$ cat src/rtl/mdio_quad_pkg.sv
package mdio_quad_pkg;

  // fixed register map per channel
  localparam int REGS_PER_CH = 11;
  localparam int ADDR_W      = 5;
  localparam int HDR_BITS    = 12;   // opcode + device address + register address

  localparam logic [1:0] OP_RD = 2'b10;
  localparam logic [1:0] OP_WR = 2'b01;

  typedef enum logic [2:0] {
    FR_HUNT,
    FR_START,
    FR_HDR,
    FR_READ,
    FR_WRITE
  } fr_state_t;

  // dense slot index -> register address (0..5 stay, 6..10 map to 16..20)
  function automatic logic [ADDR_W-1:0] slot_addr(input int idx);
    if (idx < 6) return ADDR_W'(idx);
    return ADDR_W'(idx + 10);
  endfunction

  function automatic logic addr_impl(input logic [ADDR_W-1:0] a);
    return (a <= 5'd5) || ((a >= 5'd16) && (a <= 5'd20));
  endfunction

  function automatic logic [15:0] init_word(input int ch, input int idx);
    case (idx)
      0:       return 16'h3100;
      1:       return 16'h7849;
      2:       return 16'h0016;
      3:       return 16'hF840 | 16'(ch);
      default: return 16'h0000;
    endcase
  endfunction

endpackage

$ cat src/rtl/mdio_sync.sv
module mdio_sync #(
  parameter int STAGES = 2
) (
  input  logic clk,
  input  logic rst_n,
  input  logic mdc,
  input  logic mdio_i,
  output logic mdc_rise,
  output logic bit_val
);

  logic [STAGES-1:0] mdc_sh;
  logic [STAGES-1:0] dat_sh;
  logic              mdc_last;

  always_ff @(posedge clk) begin
    if (!rst_n) begin
      mdc_sh   <= '1;
      dat_sh   <= '1;
      mdc_last <= 1'b1;
    end else begin
      mdc_sh[0] <= mdc;
      dat_sh[0] <= mdio_i;
      for (int k = 1; k < STAGES; k++) begin
        mdc_sh[k] <= mdc_sh[k-1];
        dat_sh[k] <= dat_sh[k-1];
      end
      mdc_last <= mdc_sh[STAGES-1];
    end
  end

  assign mdc_rise = mdc_sh[STAGES-1] & ~mdc_last;
  assign bit_val  = dat_sh[STAGES-1];

  // one strobe per MDC rising edge
  a_r5_single_strobe: assert property (@(posedge clk) disable iff (!rst_n)
    mdc_rise |=> !mdc_rise);

endmodule

$ cat src/rtl/mdio_reg_bank.sv
module mdio_reg_bank
  import mdio_quad_pkg::*;
#(
  parameter int NCH = 4,
  parameter int DW  = 16,
  parameter int CHW = $clog2(NCH)
) (
  input  logic              clk,
  input  logic              rst_n,
  input  logic              wr_en,
  input  logic [CHW-1:0]    wr_ch,
  input  logic [ADDR_W-1:0] wr_addr,
  input  logic [DW-1:0]     wr_data,
  input  logic [CHW-1:0]    rd_ch,
  input  logic [ADDR_W-1:0] rd_addr,
  output logic [DW-1:0]     rd_data,
  input  logic [CHW-1:0]    cr_ch,
  input  logic [ADDR_W-1:0] cr_addr,
  output logic [DW-1:0]     cr_data
);

  localparam int WORDS = NCH * REGS_PER_CH;

  logic [DW-1:0] flat [WORDS];

  for (genvar gc = 0; gc < NCH; gc++) begin : g_ch
    for (genvar gi = 0; gi < REGS_PER_CH; gi++) begin : g_reg
      logic [DW-1:0] word_q;
      always_ff @(posedge clk) begin
        if (!rst_n)
          word_q <= DW'(init_word(gc, gi));
        else if (wr_en && (wr_ch == CHW'(gc)) && (wr_addr == slot_addr(gi)))
          word_q <= wr_data;
      end
      assign flat[gc*REGS_PER_CH + gi] = word_q;
    end
  end

  always_comb begin
    rd_data = '0;
    for (int c = 0; c < NCH; c++)
      for (int i = 0; i < REGS_PER_CH; i++)
        if ((rd_ch == CHW'(c)) && (rd_addr == slot_addr(i)))
          rd_data = flat[c*REGS_PER_CH + i];
  end

  always_comb begin
    cr_data = '0;
    for (int c = 0; c < NCH; c++)
      for (int i = 0; i < REGS_PER_CH; i++)
        if ((cr_ch == CHW'(c)) && (cr_addr == slot_addr(i)))
          cr_data = flat[c*REGS_PER_CH + i];
  end

  // write strobes only reach implemented addresses
  a_r8_write_implemented: assert property (@(posedge clk) disable iff (!rst_n)
    wr_en |-> addr_impl(wr_addr));

endmodule

$ cat src/rtl/mdio_frame_fsm.sv
module mdio_frame_fsm
  import mdio_quad_pkg::*;
#(
  parameter int NCH     = 4,
  parameter int DW      = 16,
  parameter int PRE_MIN = 32,
  parameter int CHW     = $clog2(NCH),
  parameter int STRAP_W = ADDR_W - CHW
) (
  input  logic               clk,
  input  logic               rst_n,
  input  logic               bit_stb,
  input  logic               bit_val,
  input  logic [STRAP_W-1:0] strap,
  input  logic               bulk_en,
  output logic [CHW-1:0]     rd_ch,
  output logic [ADDR_W-1:0]  rd_addr,
  input  logic [DW-1:0]      rd_data,
  output logic               wr_en,
  output logic [CHW-1:0]     wr_ch,
  output logic [ADDR_W-1:0]  wr_addr,
  output logic [DW-1:0]      wr_data,
  output logic               mdio_o,
  output logic               mdio_oe
);

  localparam int PCW   = $clog2(PRE_MIN + 1);
  localparam int WORDS = NCH * REGS_PER_CH;
  localparam int WCW   = $clog2(WORDS + 1);
  localparam int BW    = $clog2(DW);
  localparam int IXW   = $clog2(REGS_PER_CH);
  localparam int CW    = $clog2(DW + HDR_BITS + 2);

  fr_state_t            state;
  logic [PCW-1:0]       pre_cnt;
  logic [CW-1:0]        cnt;
  logic [HDR_BITS-2:0]  hdr;
  logic [CHW-1:0]       ch_q;
  logic [ADDR_W-1:0]    addr_q;
  logic                 bulk_q;
  logic [IXW-1:0]       bidx;
  logic [WCW-1:0]       words_left;
  logic [BW-1:0]        bitc;
  logic [DW-1:0]        sh;
  logic [DW-2:0]        wsh;
  logic                 streaming;
  logic                 done;
  logic                 drv_o;
  logic                 drv_oe;

  // header decode on the last header bit
  logic [HDR_BITS-1:0]  hdr_full;
  logic [1:0]           op;
  logic [ADDR_W-1:0]    pa;
  logic [ADDR_W-1:0]    ra;
  logic                 pa_match;
  logic                 op_known;
  logic                 bulk_hit;

  assign hdr_full = {hdr, bit_val};
  assign op       = hdr_full[HDR_BITS-1 -: 2];
  assign pa       = hdr_full[2*ADDR_W-1 -: ADDR_W];
  assign ra       = hdr_full[ADDR_W-1:0];
  assign pa_match = (pa[ADDR_W-1:CHW] == strap);
  assign op_known = (op == OP_RD) || (op == OP_WR);
  assign bulk_hit = bulk_en && (ra == '1);

  // bulk pointer advance: next slot within channel, then next channel
  logic               last_in_ch;
  logic [IXW-1:0]     nxt_bidx;
  logic [CHW-1:0]     nxt_ch;

  assign last_in_ch = (bidx == IXW'(REGS_PER_CH - 1));
  assign nxt_bidx   = last_in_ch ? '0 : bidx + 1'b1;
  assign nxt_ch     = last_in_ch ? ch_q + 1'b1 : ch_q;

  always_ff @(posedge clk) begin
    if (!rst_n) begin
      state      <= FR_HUNT;
      pre_cnt    <= '0;
      cnt        <= '0;
      hdr        <= '0;
      ch_q       <= '0;
      addr_q     <= '0;
      bulk_q     <= 1'b0;
      bidx       <= '0;
      words_left <= '0;
      bitc       <= '0;
      sh         <= '0;
      wsh        <= '0;
      streaming  <= 1'b0;
      done       <= 1'b0;
      drv_o      <= 1'b0;
      drv_oe     <= 1'b0;
      wr_en      <= 1'b0;
      wr_data    <= '0;
    end else begin
      wr_en <= 1'b0;
      if (bit_stb) begin
        unique case (state)
          FR_HUNT: begin
            if (bit_val) begin
              if (pre_cnt != PCW'(PRE_MIN)) pre_cnt <= pre_cnt + 1'b1;
            end else if (pre_cnt == PCW'(PRE_MIN)) begin
              state <= FR_START;
            end else begin
              pre_cnt <= '0;
            end
          end

          FR_START: begin
            pre_cnt <= '0;
            if (bit_val) begin
              state <= FR_HDR;
              cnt   <= '0;
            end else begin
              state <= FR_HUNT;
            end
          end

          FR_HDR: begin
            hdr <= hdr_full[HDR_BITS-2:0];
            cnt <= cnt + 1'b1;
            if (cnt == CW'(HDR_BITS - 1)) begin
              if (!pa_match || !op_known) begin
                state   <= FR_HUNT;
                pre_cnt <= '0;
              end else if (op == OP_RD) begin
                state     <= FR_READ;
                streaming <= 1'b0;
                done      <= 1'b0;
                bulk_q    <= bulk_hit;
                if (bulk_hit) begin
                  ch_q       <= '0;
                  bidx       <= '0;
                  addr_q     <= slot_addr(0);
                  words_left <= WCW'(WORDS - 1);
                end else begin
                  ch_q       <= pa[CHW-1:0];
                  addr_q     <= ra;
                  words_left <= '0;
                end
              end else begin
                state  <= FR_WRITE;
                cnt    <= '0;
                ch_q   <= pa[CHW-1:0];
                addr_q <= ra;
              end
            end
          end

          FR_READ: begin
            if (!streaming) begin
              // end of first turnaround slot: drive 0, fetch first word
              drv_oe    <= 1'b1;
              drv_o     <= 1'b0;
              sh        <= rd_data;
              bitc      <= '0;
              streaming <= 1'b1;
              if (bulk_q) begin
                ch_q   <= nxt_ch;
                bidx   <= nxt_bidx;
                addr_q <= slot_addr(int'(nxt_bidx));
              end
            end else if (done) begin
              drv_oe  <= 1'b0;
              drv_o   <= 1'b0;
              state   <= FR_HUNT;
              pre_cnt <= '0;
            end else begin
              drv_o <= sh[DW-1];
              if (bitc == BW'(DW - 1)) begin
                bitc <= '0;
                if (words_left == '0) begin
                  done <= 1'b1;
                end else begin
                  sh         <= rd_data;
                  words_left <= words_left - 1'b1;
                  ch_q       <= nxt_ch;
                  bidx       <= nxt_bidx;
                  addr_q     <= slot_addr(int'(nxt_bidx));
                end
              end else begin
                sh   <= {sh[DW-2:0], 1'b0};
                bitc <= bitc + 1'b1;
              end
            end
          end

          FR_WRITE: begin
            cnt <= cnt + 1'b1;
            if (cnt >= CW'(2)) wsh <= {wsh[DW-3:0], bit_val};
            if (cnt == CW'(DW + 1)) begin
              wr_en   <= addr_impl(addr_q);
              wr_data <= {wsh, bit_val};
              state   <= FR_HUNT;
              pre_cnt <= '0;
            end
          end

          default: state <= FR_HUNT;
        endcase
      end
    end
  end

  assign rd_ch   = ch_q;
  assign rd_addr = addr_q;
  assign wr_ch   = ch_q;
  assign wr_addr = addr_q;
  assign mdio_o  = drv_o;
  assign mdio_oe = drv_oe;

  // start accepted only with a full preamble count
  a_r2_preamble_first: assert property (@(posedge clk) disable iff (!rst_n)
    (state == FR_START && $past(state) == FR_HUNT) |-> ($past(pre_cnt) == PCW'(PRE_MIN)));

  // never driving while hunting
  a_r4_hunt_quiet: assert property (@(posedge clk) disable iff (!rst_n)
    (state == FR_HUNT) |-> !mdio_oe);

  // the first driven slot is the low turnaround bit
  a_r5_ta_low: assert property (@(posedge clk) disable iff (!rst_n)
    $rose(mdio_oe) |-> !mdio_o);

  // line changes only right after an MDC rising edge
  a_r5_change_on_edge: assert property (@(posedge clk) disable iff (!rst_n)
    ((mdio_oe != $past(mdio_oe)) || (mdio_o != $past(mdio_o))) |-> $past(bit_stb));

  // register writes come only from a write frame
  a_r6_write_source: assert property (@(posedge clk) disable iff (!rst_n)
    wr_en |-> ($past(state) == FR_WRITE));

  // bulk streaming needs the enable at decode time
  a_r9_bulk_enabled: assert property (@(posedge clk) disable iff (!rst_n)
    (state == FR_READ && $past(state) == FR_HDR && bulk_q) |-> $past(bulk_en));

endmodule

$ cat src/rtl/mdio_quad_slave.sv
module mdio_quad_slave
  import mdio_quad_pkg::*;
#(
  parameter int NCH         = 4,
  parameter int DW          = 16,
  parameter int PRE_MIN     = 32,
  parameter int SYNC_STAGES = 2,
  localparam int CHW        = $clog2(NCH),
  localparam int STRAP_W    = ADDR_W - CHW
) (
  input  logic               clk,
  input  logic               rst_n,
  input  logic               mdc,
  input  logic               mdio_i,
  output logic               mdio_o,
  output logic               mdio_oe,
  input  logic [STRAP_W-1:0] phy_strap,
  input  logic               bulk_en,
  input  logic [CHW-1:0]     core_ch,
  input  logic [ADDR_W-1:0]  core_addr,
  output logic [DW-1:0]      core_rdata
);

  logic              bit_stb;
  logic              bit_val;
  logic [CHW-1:0]    rd_ch;
  logic [ADDR_W-1:0] rd_addr;
  logic [DW-1:0]     rd_data;
  logic              wr_en;
  logic [CHW-1:0]    wr_ch;
  logic [ADDR_W-1:0] wr_addr;
  logic [DW-1:0]     wr_data;

  mdio_sync #(.STAGES(SYNC_STAGES)) u_sync (
    .clk      (clk),
    .rst_n    (rst_n),
    .mdc      (mdc),
    .mdio_i   (mdio_i),
    .mdc_rise (bit_stb),
    .bit_val  (bit_val)
  );

  mdio_frame_fsm #(.NCH(NCH), .DW(DW), .PRE_MIN(PRE_MIN)) u_fsm (
    .clk     (clk),
    .rst_n   (rst_n),
    .bit_stb (bit_stb),
    .bit_val (bit_val),
    .strap   (phy_strap),
    .bulk_en (bulk_en),
    .rd_ch   (rd_ch),
    .rd_addr (rd_addr),
    .rd_data (rd_data),
    .wr_en   (wr_en),
    .wr_ch   (wr_ch),
    .wr_addr (wr_addr),
    .wr_data (wr_data),
    .mdio_o  (mdio_o),
    .mdio_oe (mdio_oe)
  );

  mdio_reg_bank #(.NCH(NCH), .DW(DW)) u_bank (
    .clk     (clk),
    .rst_n   (rst_n),
    .wr_en   (wr_en),
    .wr_ch   (wr_ch),
    .wr_addr (wr_addr),
    .wr_data (wr_data),
    .rd_ch   (rd_ch),
    .rd_addr (rd_addr),
    .rd_data (rd_data),
    .cr_ch   (core_ch),
    .cr_addr (core_addr),
    .cr_data (core_rdata)
  );

endmodule

$ cat config.mk
export PLATFORM = sky130hd
export DESIGN_NAME = mdio_quad_slave
export DESIGN_NICKNAME = d
export VERILOG_FILES = /design/src/rtl/mdio_quad_pkg.sv /design/src/rtl/mdio_sync.sv /design/src/rtl/mdio_reg_bank.sv /design/src/rtl/mdio_frame_fsm.sv /design/src/rtl/mdio_quad_slave.sv
export SDC_FILE = /design/constraint.sdc
export NUM_CORES = 2
export LEC_CHECK = 0
export BUFFER_PORTS_ARGS = -buffer_cell sky130_fd_sc_hd__buf_2
export CORE_ASPECT_RATIO = 1.5
export CORE_MARGIN = 3
export CORE_UTILIZATION = 40
export CTS_BUF_LIST = sky130_fd_sc_hd__clkbuf_4
export DETAILED_ROUTE_END_ITERATION = 7
export PLACE_DENSITY_LB_ADDON = 0.08
export RECOVER_POWER = 25
export SETUP_SLACK_MARGIN = 0.5
export SYNTH_ARGS = -nofsm -noshare
export SYNTH_HDL_FRONTEND = slang
export SYNTH_HIERARCHICAL = 1
export SYNTH_SLANG_ARGS = --single-unit
$ cat constraint.sdc
create_clock -name clk -period 2.63 [get_ports clk]
set_clock_uncertainty 0.15 [all_clocks]
set_input_delay 0.3945 -clock clk [delete_from_list [all_inputs] [get_ports clk]]
set_output_delay 0.3945 -clock clk [all_outputs]
set_load 0.005 [all_outputs]
==> flow_metrics.py <==
metrics = {
    "timing": {
        "finalSetupTns_ps": -45490,
        "hold-worst-slack_ps": 260,
        "rsz0062_at_grt": "yes",
        "fin_ws_ps": -1600,
        "max_freq_mhz": 236,
        "final-hold-violation-count": 0,
        "period_share_pct": 161,
        "setup_viol": 255,
        "slew_headroom_pct": 23.3,
        "min_period_ps": 4230,
        "tightest_slew_ps": 1140,
        "finalMaxSlewViolations": 0,
    },
    "global_routing": {
        "grt_pass1_vias": 53300,
        "grt-ovfl-total": 0,
        "grt_first_pass_wirelength_um": 427000,
        "grt_max_degree": 181,
        "antenna_found_initial": 21,
        "grt_use_total_pct": 52.8,
    },
    "finish": {
        "drive_above_1_share_pct": 34.0,
        "multi_input_area_um2": 29100,
        "seq_area_um2": 16300,
        "fillers": 10400,
        "syn_to_final_growth_pct": 43.3,
        "nets": 7025,
    },
    "detailed_routing": {
        "viasPerCell": 6.52,
        "vias": 56100,
        "wirelength_um": 312000,
        "drtIter0Drc": 7934,
        "drc": 13,
        "wire_per_inst_um": 36.3,
        "dr.pass1.iters": 8,
        "antenna_left": 0,
    },
    "setup_path": {
        "setup.worst_path.end_class": "output pin",
        "cp_max_fo": 12,
        "r2r_start": "u_fsm/rd_addr[4]$_SDFFE_PN0P_",
        "cp-endpoint": "core_rdata[8]",
        "crit_type": "in2out",
        "worstRegToRegCells": 13,
        "worstPathArrival_ps": 3690,
        "crit_path_start_kind": "primary input",
        "cp_data_required_time_ps": 2090,
        "regToRegSetupSlack_ps": -860,
        "crit_start": "core_addr[2]",
        "r2r-end": "u_fsm/sh[10]$_SDFFE_PN0P_",
    },
    "synthesis": {
        "synth.most_common_cell": "nand2_1",
        "syn_area_per_cell_um2": 7.52,
        "synth_warnings": 6,
        "syn-instance-count": 5877,
        "syn_nets": 5902,
        "synthArstFlopShare_pct": 0,
        "ys_ff_latch": 808,
        "ys_types": 98,
        "yosysSeqAreaShare_pct": 36.6,
        "syn_area_um2": 44200,
        "yosys-top-cells-count": "1,671 x nand2_1, 808 x dfxtp_1, 629 x a21boi_0",
        "synth_top_area_share_pct": 36.6,
        "synth_top_cell_by_area": "dfxtp_1",
        "synth_ff_type": "dfxtp_1",
        "synth_edf_count": 0,
        "synth.area.top_cells": "dfxtp_1 37%, nand2_1 14%, a21boi_0 11%",
    },
    "clocking": {
        "cts_root_buf": "clkbuf_4",
        "cts_tree": "built",
        "clock_path_buffers": 3,
        "clock-sinks": 808,
        "insertion_delay_ps": 1190,
        "cts_buffers": 204,
        "clkTransAtPathRegs_ps": 60,
        "htree_levels": 4,
    },
    "die": {
        "fp-row-count": 148,
        "core_area_um2": 109000,
        "dieHeight_um": 413,
        "dieArea_um2": 115000,
        "initial_core_util_pct": 40.5,
        "die_w_um": 277,
        "num_io_pins": 33,
    },
    "pwr": {
        "p_comb_share_pct": 7.1,
        "p_switching_mw": 6.87,
        "powerDensity_nw_per_um2": 398,
        "p_int_mw": 18.4,
        "vdd_drop_max_mv": 0.552,
        "p_clk_share_pct": 44.5,
        "switching_share_pct": 27.2,
        "leakagePower_nw": 23.9,
        "power_frac_seq_pct": 48.4,
    },
    "hold_path": {
        "hold_path.class": "reg2reg",
        "hp-start": "u_sync/dat_sh[0]$_SDFF_PN1_",
    },
    "place": {
        "place.gp.congestion": 1.19,
        "io_buffers": 32,
        "dp_hpwl_um": 221000,
    },
    "job": {
        "drv_cap": 0,
    },
    "run_status": {
        "status": "finished, violations left",
        "failed_checks": "DRC, setup timing",
    },
}
[worst min-delay path by stage]
stage / to / slack (ps) / cells after the start
after global placement: u_sync/mdc_sh[1]$_SDFF_PN1_ / 250 / 1
after CTS: u_fsm/bulk_q$_SDFFE_PN0P_ / 20 / 6
after floorplan: u_sync/dat_sh[1]$_SDFF_PN1_ / 240 / 1
final: u_sync/dat_sh[1]$_SDFF_PN1_ / 260 / 1
after detailed placement: u_sync/dat_sh[1]$_SDFF_PN1_ / 250 / 1
after global routing: u_sync/dat_sh[1]$_SDFF_PN1_ / 280 / 1
[power groups by stage]
stage	sequential [mW]	clock (mW)	combinational, mW
after floorplan	12.5	0	0.691
after global placement	12.5	0	1.46
after detailed placement	12.5	0	1.46
after CTS	12.2	11.4	1.60
after global routing	12.2	11.9	1.79
final	12.2	11.2	1.78
[per-layer routing]
layer / vias up / part of all wire [%] / global-route usage [%] / routed length (µm)
li1: 23200 / - / - / -
met5: - / 0.12 / 1.67 / 373
met3: 1932 / 11 / 20.2 / 35600
met1: 26500 / 31 / 52.3 / 97900
met4: 18 / 14 / 58.4 / 45100
met2: 4337 / 43 / 80.4 / 133000
[layout make-up]
type / count / area share (%)
multi-input cells: 4497 / 46.0
flip-flops and latches: 808 / 25.8
repair buffers: 1453 / 21.1
clock buffers: 287 / 3.40
well taps: 1425 / 2.82
clock inverters: 75 / 0.672
inverters: 36 / 0.213
diodes: 14 / 0.0553
[critical path: stages]
cell     delay [ps]
buf_2           210
nor3b_2         440
o21ai_2         160
buf_4           190
buf_4           160
nor2_1          330
buf_4           260
a21o_1          590
o21ai_2         140
buf_4           170
a21oi_4         360
buf_6           160
buf_6            80
[per-stage QoR]
| stage | total power, mW | util, % | area (µm²) | worst slack [ps] | instances |
|---|---|---|---|---|---|
| floorplan | 13.2 | - | 45100 | 19.6 | 5877 |
| global placement | 14.0 | 50.8 | 55400 | -1810 | 8070 |
| detailed placement | 14.0 | 50.8 | 55400 | -1830 | 8070 |
| CTS | 25.2 | 56.3 | 61400 | -1340 | 8532 |
| global route | 25.9 | 58.0 | 63300 | -1530 | 8583 |
| finish | 25.2 | 58.0 | 63300 | -1600 | 8595 |
[placed cells by master, fill, tap and decap left out, drive strengths merged, types with 26 or more instances in the layout]
cell type	synthesis	routed
mux2	37	37
a21boi	630	630
nor2b	30	30
nor3	91	91
clkbuf	396	316
dfxtp	808	808
o21ai	170	170
o2bb2ai	34	34
a22oi	71	71
a2bb2oi	41	41
nand2b	33	33
o221ai	66	66
a21oi	188	188
nor2	310	310
nand2	1671	1671
nand3	197	197
a31oi	43	43
o211ai	71	71
a221oi	51	51
clkinv	2	65
mux2i	134	134
buf	141	1407
o22ai	140	140
a311oi	26	26
o21a	36	36
inv	34	41
nand4	26	26
[timing repair]
action	4_1_cts	5_1_grt
setup buffers	78	39
gates resized for setup	591	471
pin swaps	219	183
endpoints found under the hold margin	806	1
cloned	9	9
hold buffers	13	1
setup endpoints to repair	767	781
[registers in the layout (all words and copies together), names as in the netlist, 2 cells and up]
signal,flops
u_bank/g_ch.g.word_q,704
u_fsm/bidx,4
u_fsm/bitc,4
u_fsm/cnt,5
u_fsm/hdr,11
u_fsm/pre_cnt,6
u_fsm/rd_addr,5
u_fsm/rd_ch,2
u_fsm/sh,16
u_fsm/state,3
u_fsm/words_left,6
u_fsm/wr_data,16
u_fsm/wsh,15
u_sync/dat_sh,2
u_sync/mdc_sh,2
[cells by family after synthesis]
group / after synthesis / share of synthesized area (%)
xor gates and xnor gates: 13 / 0.258
muxes: 173 / 4.08
AOI/OAI and AO/OA: 1783 / 29.0
and+or+nand+nor: 2517 / 24.3
DFF: 808 / 36.6
buffers and inverters: 573 / 5.37
adders and majority gates: 10 / 0.283
(Power assumes the default switching activity.)
